File: src/rtl/issue_pkg.sv
package issue_pkg;
   typedef enum logic [1:0] {
      FMT_PAR  = 2'b00,
      FMT_LR   = 2'b01,
      FMT_RL   = 2'b10,
      FMT_LONG = 2'b11
   } fmt_e;

   typedef enum logic [1:0] {
      NEXT_NONE,
      NEXT_SEQ,
      NEXT_COND,
      NEXT_PAR
   } next_rule_e;

   localparam int CNT_NUM   = 8;
   localparam int CI_CYC    = 0;
   localparam int CI_LONG   = 1;
   localparam int CI_PAR    = 2;
   localparam int CI_LR     = 3;
   localparam int CI_RL     = 4;
   localparam int CI_TRUE   = 5;
   localparam int CI_FALSE  = 6;
   localparam int CI_JSKIP  = 7;
endpackage

File: src/rtl/issue_decode.sv
module issue_decode
   import issue_pkg::*;
#(
   parameter int WORD_W  = 32,
   parameter int OP_W    = 30,
   parameter int SHORT_W = 15
) (
   input  logic [WORD_W-1:0] word,
   input  logic              ltest,
   input  logic              rtest,
   output fmt_e              fmt,
   output next_rule_e        rule,
   output logic              first_long,
   output logic              first_left,
   output logic [OP_W-1:0]   first_op,
   output logic [OP_W-1:0]   second_op
);
   localparam int PAD_W = OP_W - SHORT_W;

   if (OP_W != WORD_W - 2) begin : g_bad_op
      $error("issue_decode: OP_W must be WORD_W-2");
   end
   if (2 * SHORT_W != OP_W) begin : g_bad_short
      $error("issue_decode: two short slots must fill OP_W");
   end

   logic [OP_W-1:0] lop, rop;
   assign lop = {{PAD_W{1'b0}}, word[OP_W-1 -: SHORT_W]};
   assign rop = {{PAD_W{1'b0}}, word[SHORT_W-1:0]};

   always_comb begin
      fmt        = fmt_e'(word[WORD_W-1 -: 2]);
      rule       = NEXT_NONE;
      first_long = 1'b0;
      first_left = 1'b1;
      first_op   = lop;
      second_op  = rop;
      case (fmt)
         FMT_LONG: begin
            first_long = 1'b1;
            first_op   = word[OP_W-1:0];
            second_op  = '0;
         end
         FMT_LR: rule = NEXT_SEQ;
         FMT_RL: begin
            rule       = NEXT_SEQ;
            first_left = 1'b0;
            first_op   = rop;
            second_op  = lop;
         end
         default: begin
            rule = (ltest || rtest) ? NEXT_COND : NEXT_PAR;
            if (!ltest && rtest) begin
               first_left = 1'b0;
               first_op   = rop;
               second_op  = lop;
            end
         end
      endcase
   end
endmodule

File: src/rtl/issue_counters.sv
module issue_counters #(
   parameter int NUM = 8,
   parameter int W   = 32
) (
   input  logic             clk,
   input  logic             rst,
   input  logic [NUM-1:0]   inc,
   output logic [NUM*W-1:0] count_flat
);
   if (W < 1) begin : g_bad_w
      $error("issue_counters: W must be at least 1");
   end

   for (genvar i = 0; i < NUM; i++) begin : g_cnt
      logic [W-1:0] val;
      always_ff @(posedge clk) begin
         if (rst)
            val <= '0;
         else if (inc[i] && (val != {W{1'b1}}))
            val <= val + W'(1);
      end
      assign count_flat[i*W +: W] = val;
   end
endmodule

File: src/rtl/issue_seq.sv
module issue_seq
   import issue_pkg::*;
#(
   parameter int PC_W  = 16,
   parameter int RPT_W = 16,
   parameter int CNT_W = 32
) (
   input  logic              clk,
   input  logic              rst,
   input  logic              start,
   input  logic              step,
   input  logic [PC_W-1:0]   start_pc,
   input  logic              rpt_load,
   input  logic [PC_W-1:0]   rpt_begin,
   input  logic [PC_W-1:0]   rpt_end,
   input  logic [RPT_W-1:0]  rpt_count,
   output logic              fetch_req,
   input  logic              insn_valid,
   input  logic [31:0]       insn_word,
   input  logic              left_test,
   input  logic              right_test,
   output logic              exe_go,
   output logic              exe_long,
   output logic              exe_left,
   output logic [29:0]       exe_op,
   output logic [5:0]        exe_class,
   input  logic              done_valid,
   input  logic              done_pc_chg,
   input  logic [PC_W-1:0]   done_pc,
   input  logic              done_exc,
   input  logic              done_flag,
   output logic [PC_W-1:0]   pc,
   output logic              halted,
   output logic              trap,
   output logic              exc_seen,
   output logic              rpt_active,
   output logic [CNT_W-1:0]  cnt_cycles,
   output logic [CNT_W-1:0]  cnt_long,
   output logic [CNT_W-1:0]  cnt_par,
   output logic [CNT_W-1:0]  cnt_lr,
   output logic [CNT_W-1:0]  cnt_rl,
   output logic [CNT_W-1:0]  cnt_true,
   output logic [CNT_W-1:0]  cnt_false,
   output logic [CNT_W-1:0]  cnt_jskip
);
   localparam int WORD_W  = 32;
   localparam int OP_W    = WORD_W - 2;
   localparam int SHORT_W = OP_W / 2;
   localparam int CLS_W   = 6;

   if (PC_W < 2 || RPT_W < 1 || CNT_W < 1) begin : g_bad_param
      $error("issue_seq: width parameters out of range");
   end

   typedef enum logic [2:0] {
      ST_HALT, ST_FETCH, ST_ISS1, ST_WAIT1, ST_ISS2, ST_WAIT2, ST_END
   } state_e;

   state_e            state;
   logic [WORD_W-1:0] word_q;
   logic              lt_q, rt_q, step_q;
   logic              r1_chg, r1_exc, r1_flag;
   logic              chg_any, exc_any;
   logic [PC_W-1:0]   tgt_q;
   logic [PC_W-1:0]   rb_q, re_q;
   logic [RPT_W-1:0]  rc_q;

   fmt_e              fmt;
   next_rule_e        rule;
   logic              first_long, first_left;
   logic [OP_W-1:0]   first_op, second_op;

   issue_decode #(.WORD_W(WORD_W), .OP_W(OP_W), .SHORT_W(SHORT_W)) u_dec (
      .word(word_q), .ltest(lt_q), .rtest(rt_q),
      .fmt(fmt), .rule(rule), .first_long(first_long), .first_left(first_left),
      .first_op(first_op), .second_op(second_op)
   );

   // Second-slot admission from the first slot's report
   logic run2;
   always_comb begin
      case (rule)
         NEXT_SEQ:  run2 = !done_pc_chg && !done_exc;
         NEXT_COND: run2 = done_flag && !done_exc;
         NEXT_PAR:  run2 = !done_exc;
         default:   run2 = 1'b0;
      endcase
   end

   // End-of-word PC resolution
   logic [PC_W-1:0] pc_now, pc_next;
   logic            rpt_hit, rpt_last;
   assign pc_now   = chg_any ? tgt_q : pc;
   assign rpt_hit  = rpt_active && (pc_now == re_q);
   assign rpt_last = (rc_q == RPT_W'(1));
   always_comb begin
      if (rpt_hit)      pc_next = rpt_last ? pc_now : rb_q;
      else if (chg_any) pc_next = pc_now;
      else              pc_next = pc + PC_W'(1);
   end

   assign fetch_req = (state == ST_FETCH);
   assign halted    = (state == ST_HALT);
   assign exe_go    = (state == ST_ISS1) || (state == ST_ISS2);
   assign exe_long  = (state == ST_ISS1) && first_long;
   assign exe_left  = (state == ST_ISS2) ? !first_left : first_left;
   assign exe_op    = (state == ST_ISS2) ? second_op : first_op;
   assign exe_class = exe_long ? exe_op[OP_W-1 -: CLS_W] : exe_op[SHORT_W-1 -: CLS_W];

   always_ff @(posedge clk) begin
      if (rst) begin
         state      <= ST_HALT;
         pc         <= '0;
         word_q     <= '0;
         lt_q       <= 1'b0;
         rt_q       <= 1'b0;
         step_q     <= 1'b0;
         trap       <= 1'b0;
         exc_seen   <= 1'b0;
         r1_chg     <= 1'b0;
         r1_exc     <= 1'b0;
         r1_flag    <= 1'b0;
         chg_any    <= 1'b0;
         exc_any    <= 1'b0;
         tgt_q      <= '0;
         rpt_active <= 1'b0;
         rb_q       <= '0;
         re_q       <= '0;
         rc_q       <= '0;
      end else begin
         case (state)
            ST_HALT: begin
               if (rpt_load) begin
                  rpt_active <= (rpt_count != '0);
                  rb_q       <= rpt_begin;
                  re_q       <= rpt_end;
                  rc_q       <= rpt_count;
               end
               if (start) begin
                  pc       <= start_pc;
                  step_q   <= step;
                  trap     <= 1'b0;
                  exc_seen <= 1'b0;
                  state    <= ST_FETCH;
               end
            end
            ST_FETCH: if (insn_valid) begin
               word_q  <= insn_word;
               lt_q    <= left_test;
               rt_q    <= right_test;
               chg_any <= 1'b0;
               exc_any <= 1'b0;
               state   <= ST_ISS1;
            end
            ST_ISS1: state <= ST_WAIT1;
            ST_WAIT1: if (done_valid) begin
               r1_chg  <= done_pc_chg;
               r1_exc  <= done_exc;
               r1_flag <= done_flag;
               exc_any <= done_exc;
               if (done_pc_chg) begin
                  chg_any <= 1'b1;
                  tgt_q   <= done_pc;
               end
               state <= run2 ? ST_ISS2 : ST_END;
            end
            ST_ISS2: state <= ST_WAIT2;
            ST_WAIT2: if (done_valid) begin
               if (done_exc) exc_any <= 1'b1;
               if (done_pc_chg) begin
                  chg_any <= 1'b1;
                  tgt_q   <= done_pc;
               end
               state <= ST_END;
            end
            default: begin
               pc <= pc_next;
               if (rpt_hit) begin
                  rc_q <= rc_q - RPT_W'(1);
                  if (rpt_last) rpt_active <= 1'b0;
               end
               if (exc_any) begin
                  exc_seen <= 1'b1;
                  state    <= ST_HALT;
               end else if (step_q) begin
                  trap  <= 1'b1;
                  state <= ST_HALT;
               end else begin
                  state <= ST_FETCH;
               end
            end
         endcase
      end
   end

   // Event counters
   logic [CNT_NUM-1:0]       inc;
   logic [CNT_NUM*CNT_W-1:0] cnt_flat;
   logic                     at_end;
   assign at_end = (state == ST_END);
   always_comb begin
      inc           = '0;
      inc[CI_CYC]   = at_end;
      inc[CI_LONG]  = at_end && (fmt == FMT_LONG);
      inc[CI_PAR]   = at_end && (fmt == FMT_PAR);
      inc[CI_LR]    = at_end && (fmt == FMT_LR);
      inc[CI_RL]    = at_end && (fmt == FMT_RL);
      inc[CI_TRUE]  = at_end && (rule == NEXT_COND) && r1_flag;
      inc[CI_FALSE] = at_end && (rule == NEXT_COND) && !r1_flag;
      inc[CI_JSKIP] = at_end && (rule == NEXT_SEQ) && r1_chg && !r1_exc;
   end

   issue_counters #(.NUM(CNT_NUM), .W(CNT_W)) u_cnt (
      .clk(clk), .rst(rst), .inc(inc), .count_flat(cnt_flat)
   );

   assign cnt_cycles = cnt_flat[CI_CYC*CNT_W +: CNT_W];
   assign cnt_long   = cnt_flat[CI_LONG*CNT_W +: CNT_W];
   assign cnt_par    = cnt_flat[CI_PAR*CNT_W +: CNT_W];
   assign cnt_lr     = cnt_flat[CI_LR*CNT_W +: CNT_W];
   assign cnt_rl     = cnt_flat[CI_RL*CNT_W +: CNT_W];
   assign cnt_true   = cnt_flat[CI_TRUE*CNT_W +: CNT_W];
   assign cnt_false  = cnt_flat[CI_FALSE*CNT_W +: CNT_W];
   assign cnt_jskip  = cnt_flat[CI_JSKIP*CNT_W +: CNT_W];
endmodule

File: config.mk
export PLATFORM = sky130hd
export DESIGN_NAME = issue_seq
export DESIGN_NICKNAME = d
export VERILOG_FILES = /design/src/rtl/issue_pkg.sv /design/src/rtl/issue_decode.sv /design/src/rtl/issue_counters.sv /design/src/rtl/issue_seq.sv
export SDC_FILE = /design/constraint.sdc
export NUM_CORES = 1
export LEC_CHECK = 0
export BUFFER_PORTS_ARGS = -buffer_cell sky130_fd_sc_hd__buf_2
export CAP_MARGIN = 20
export CORE_ASPECT_RATIO = 0.75
export CORE_MARGIN = 10
export CORE_UTILIZATION = 59
export DETAILED_ROUTE_END_ITERATION = 7
export PLACE_DENSITY = 0.87
export SLEW_MARGIN = 20
export SYNTH_ARGS = -nofsm -noshare
export SYNTH_HDL_FRONTEND = slang
export SYNTH_SLANG_ARGS = --single-unit
File: constraint.sdc
create_clock -name clk -period 4.6 [get_ports clk]
set_input_delay 0.46 -clock clk [delete_from_list [all_inputs] [get_ports clk]]
set_output_delay 0.46 -clock clk [all_outputs]
set_load 0.005 [all_outputs]
==> metrics.txt <==
status completed; die height 174 µm; Worst Reg-to-Reg Cells 6; root buffer cell clkbuf_16; Post-synth top cells 382 x dfxtp_1, 323 x nand2_1, 300 x nor2_1; Least-Margin Pin Slew 1.08 ns; count leader, synth dfxtp_1; post-DP HPWL 43.9 mm; Fmax 292 MHz; TNS Setup 0 ns; Post-Syn Area 18600 µm²; gpl congestion 0.973; Crit. End Element flop; combinational fraction of design power 11.3%; Antenna Violating Nets Remaining 0; clock power share 41.7%; CTS tree done; I/O pin cnt 440; largest net degree at the start of global routing 144; Hold Buf Count CTS 0; total gr overflow 0; syn_nets 2456; Max Buffers Root-to-Sink 3; fin nets 2836; max-slew violations 0; Max H-tree Level 2; Initial DRC Count 2157; power per cell area 336 nW/µm²; Worst Hold Class in2reg; syn avg cell area 8.03 µm²; first-pass GRT wire length 94.3 mm; clock latency on the worst-skew pair 0.52 ns; CP max FO 18; die area 39100 µm²; FP Rows 56; share of cells above drive strength 1 20.2%; critical path arrival 3.80 ns; Internal 5.50 mW; CP startpoint kind flop; Min-Delay Path Depth 3; Psw 1.97 mW; final WL 60.1 mm; Mapped Cells 2316; max_cap viols 0; Synth area leaders dfxtp_1 41%, nand2_1 6.5%, nor2_1 6.1%, xnor2_1 5.9%, xor2_1 5.5%; sequential element share of the synthesized area 41.1%; CP Class reg2reg; cts repair resizes 0; Synth Warn # 0; Final Cycle Share 74.5%; Area Overhead vs Synth 19.5%; #FFs+latches synth 382; Worst R2R End u_cnt.g_cnt[6].val[31]$_SDFFE_PP0P_; Leakage 8.80 nW; RR Startpoint state[1]$_SDFFE_PP0P_; CP Data Required Time 4.97 ns; reg2reg setup slack 1.17 ns; sequential group share of total power 47.0%; DRC Markers 0; VDD IR max 265 µV; post-CTS setup buffer count 0; wire length per cell 19.2 µm; number of synthesized flops with an enable pin 0; biggest area consumer among synthesized cells dfxtp_1; Post-synth top flop dfxtp_1; Initial Utilization 59.7%; Fin. Hold Viols 0; Sink Count 382; Die X 225 µm; Slew HR 27.8%; vias post-DR 18700; port bufs 439; clock skew 0.0137 ns; Yosys top cell area share 41.1%; CTS Buf Count 39; Core ar. 31200 µm²; post-route minimum period 3.43 ns; asr flop ratio synth 0%; Total GRT Usage 29.0%; WHS Endpoint word_q[7]$_SDFFE_PP0P_; hold_sp insn_word[7]; Net Sw Frac 26.3%; vias in the first global route 17500; Worst-path clk slew 0.06 ns; DR pass1 iterations 8; RSZ-0062 raised after global routing false; Setup-failing EPs final 0; vias per inst 5.97; antenna violations before repair 6; count of cell types in the netlist 77; Pwr Total 7.47 mW
[layout by cell type, fill, tap and decap left out, drive strengths merged, types with 30 or more instances in the layout]
cell    count
clkbuf     53
and2       30
dfxtp     382
o21ai      85
nand4      89
buf       454
or3        45
and3       45
and4       31
xor2      117
nor2      301
inv        48
a21oi     158
nand3      93
nor3       71
xnor2     125
nand2     323
nor4       38
mux2i      32
[power by group through the flow]
stage          clock (mW)  combinational, mW  sequential, mW
2_1_floorplan           0              0.572            3.53
3_3_place_gp            0              0.805            3.57
3_5_place_dp            0              0.824            3.58
4_1_cts              3.15              0.829            3.50
5_1_grt              3.27              0.925            3.52
6_report             3.11              0.846            3.51
[cells by family (layout without fill, tap and decap cells)]
group / after synthesis / after routing / synth area share, %
compound gates: 346 / 346 / 11.1
simple gates: 1134 / 1134 / 29.8
other cells: 0 / 6 / 0
xor+xnor: 242 / 242 / 11.4
mux: 34 / 34 / 1.92
buf+inv: 162 / 570 / 3.50
flops: 382 / 382 / 41.1
fa+ha+maj: 16 / 16 / 1.08
[registers in the layout, indices dropped and copies added (netlist names)]
register and cells:
tgt_q 16, pc 16, r1_chg 1, r1_exc 1, trap 1, rpt_active 1
word_q 32, re_q 16, r1_flag 1, chg_any 1, exc_any 1, rt_q 1
u_cnt.g_cnt.val 256, exc_seen 1, state 3, rb_q 16, step_q 1, lt_q 1
rc_q 16
[metrics by stage]
step	util, %	cell area, µm²	hold slack, ns	worst slack [ns]	cells
after floorplan	-	18600	0.433	2.15	2316
after global placement	67.3	21000	0.442	1.50	3061
after detailed placement	67.3	21000	0.448	1.20	3061
after CTS	71.2	22200	0.156	1.16	3130
after global routing	71.3	22200	0.174	1.01	3136
final	71.3	22200	0.180	1.17	3136
[worst max path at each step]
stage                                startpoint                             endpoint  slack, ns  cells after the start
after floorplan           state[1]$_SDFFE_PP0P_                         exe_class[3]       2.15                      9
after global placement    state[1]$_SDFFE_PP0P_  u_cnt.g_cnt[4].val[17]$_SDFFE_PP0P_       1.50                      6
after detailed placement  state[1]$_SDFFE_PP0P_  u_cnt.g_cnt[6].val[31]$_SDFFE_PP0P_       1.20                      6
after CTS                 state[1]$_SDFFE_PP0P_  u_cnt.g_cnt[6].val[31]$_SDFFE_PP0P_       1.16                      6
after global routing      state[1]$_SDFFE_PP0P_  u_cnt.g_cnt[6].val[31]$_SDFFE_PP0P_       1.01                      6
final                     state[1]$_SDFFE_PP0P_  u_cnt.g_cnt[6].val[31]$_SDFFE_PP0P_       1.17                      6
[critical path: stages (launching register included)]
cell      delay (ns)
dfxtp_1         0.65
and3b_1         0.83
nand3b_1        0.39
nor4bb_1        0.96
nand3_1         0.20
xor2_1          0.19
nor2_1          0.06
[metal layers]
layer	part of all wire, %	wire length [µm]	GRT usage [%]	up-vias
li1	-	-	-	8816
met1	41	24400	37.7	8854
met2	46	27400	45.4	921
met3	11	6430	7.66	133
met4	3.1	1840	10.3	0
met5	0	0	0	-
[cell type report]
class                           count  area (µm²)
Clock buffer                       53        1100
Fill cell                        2434        8950
Multi-Input combinational cell   1772       10300
Clock inverter                     16         146
Tap cell                          406         508
Antenna cell                        6        15.0
Inverter                           47         176
Timing Repair Buffer              454        2330
Sequential cell                   382        7650
No activity file was read; power rests on OpenSTA's default activity.
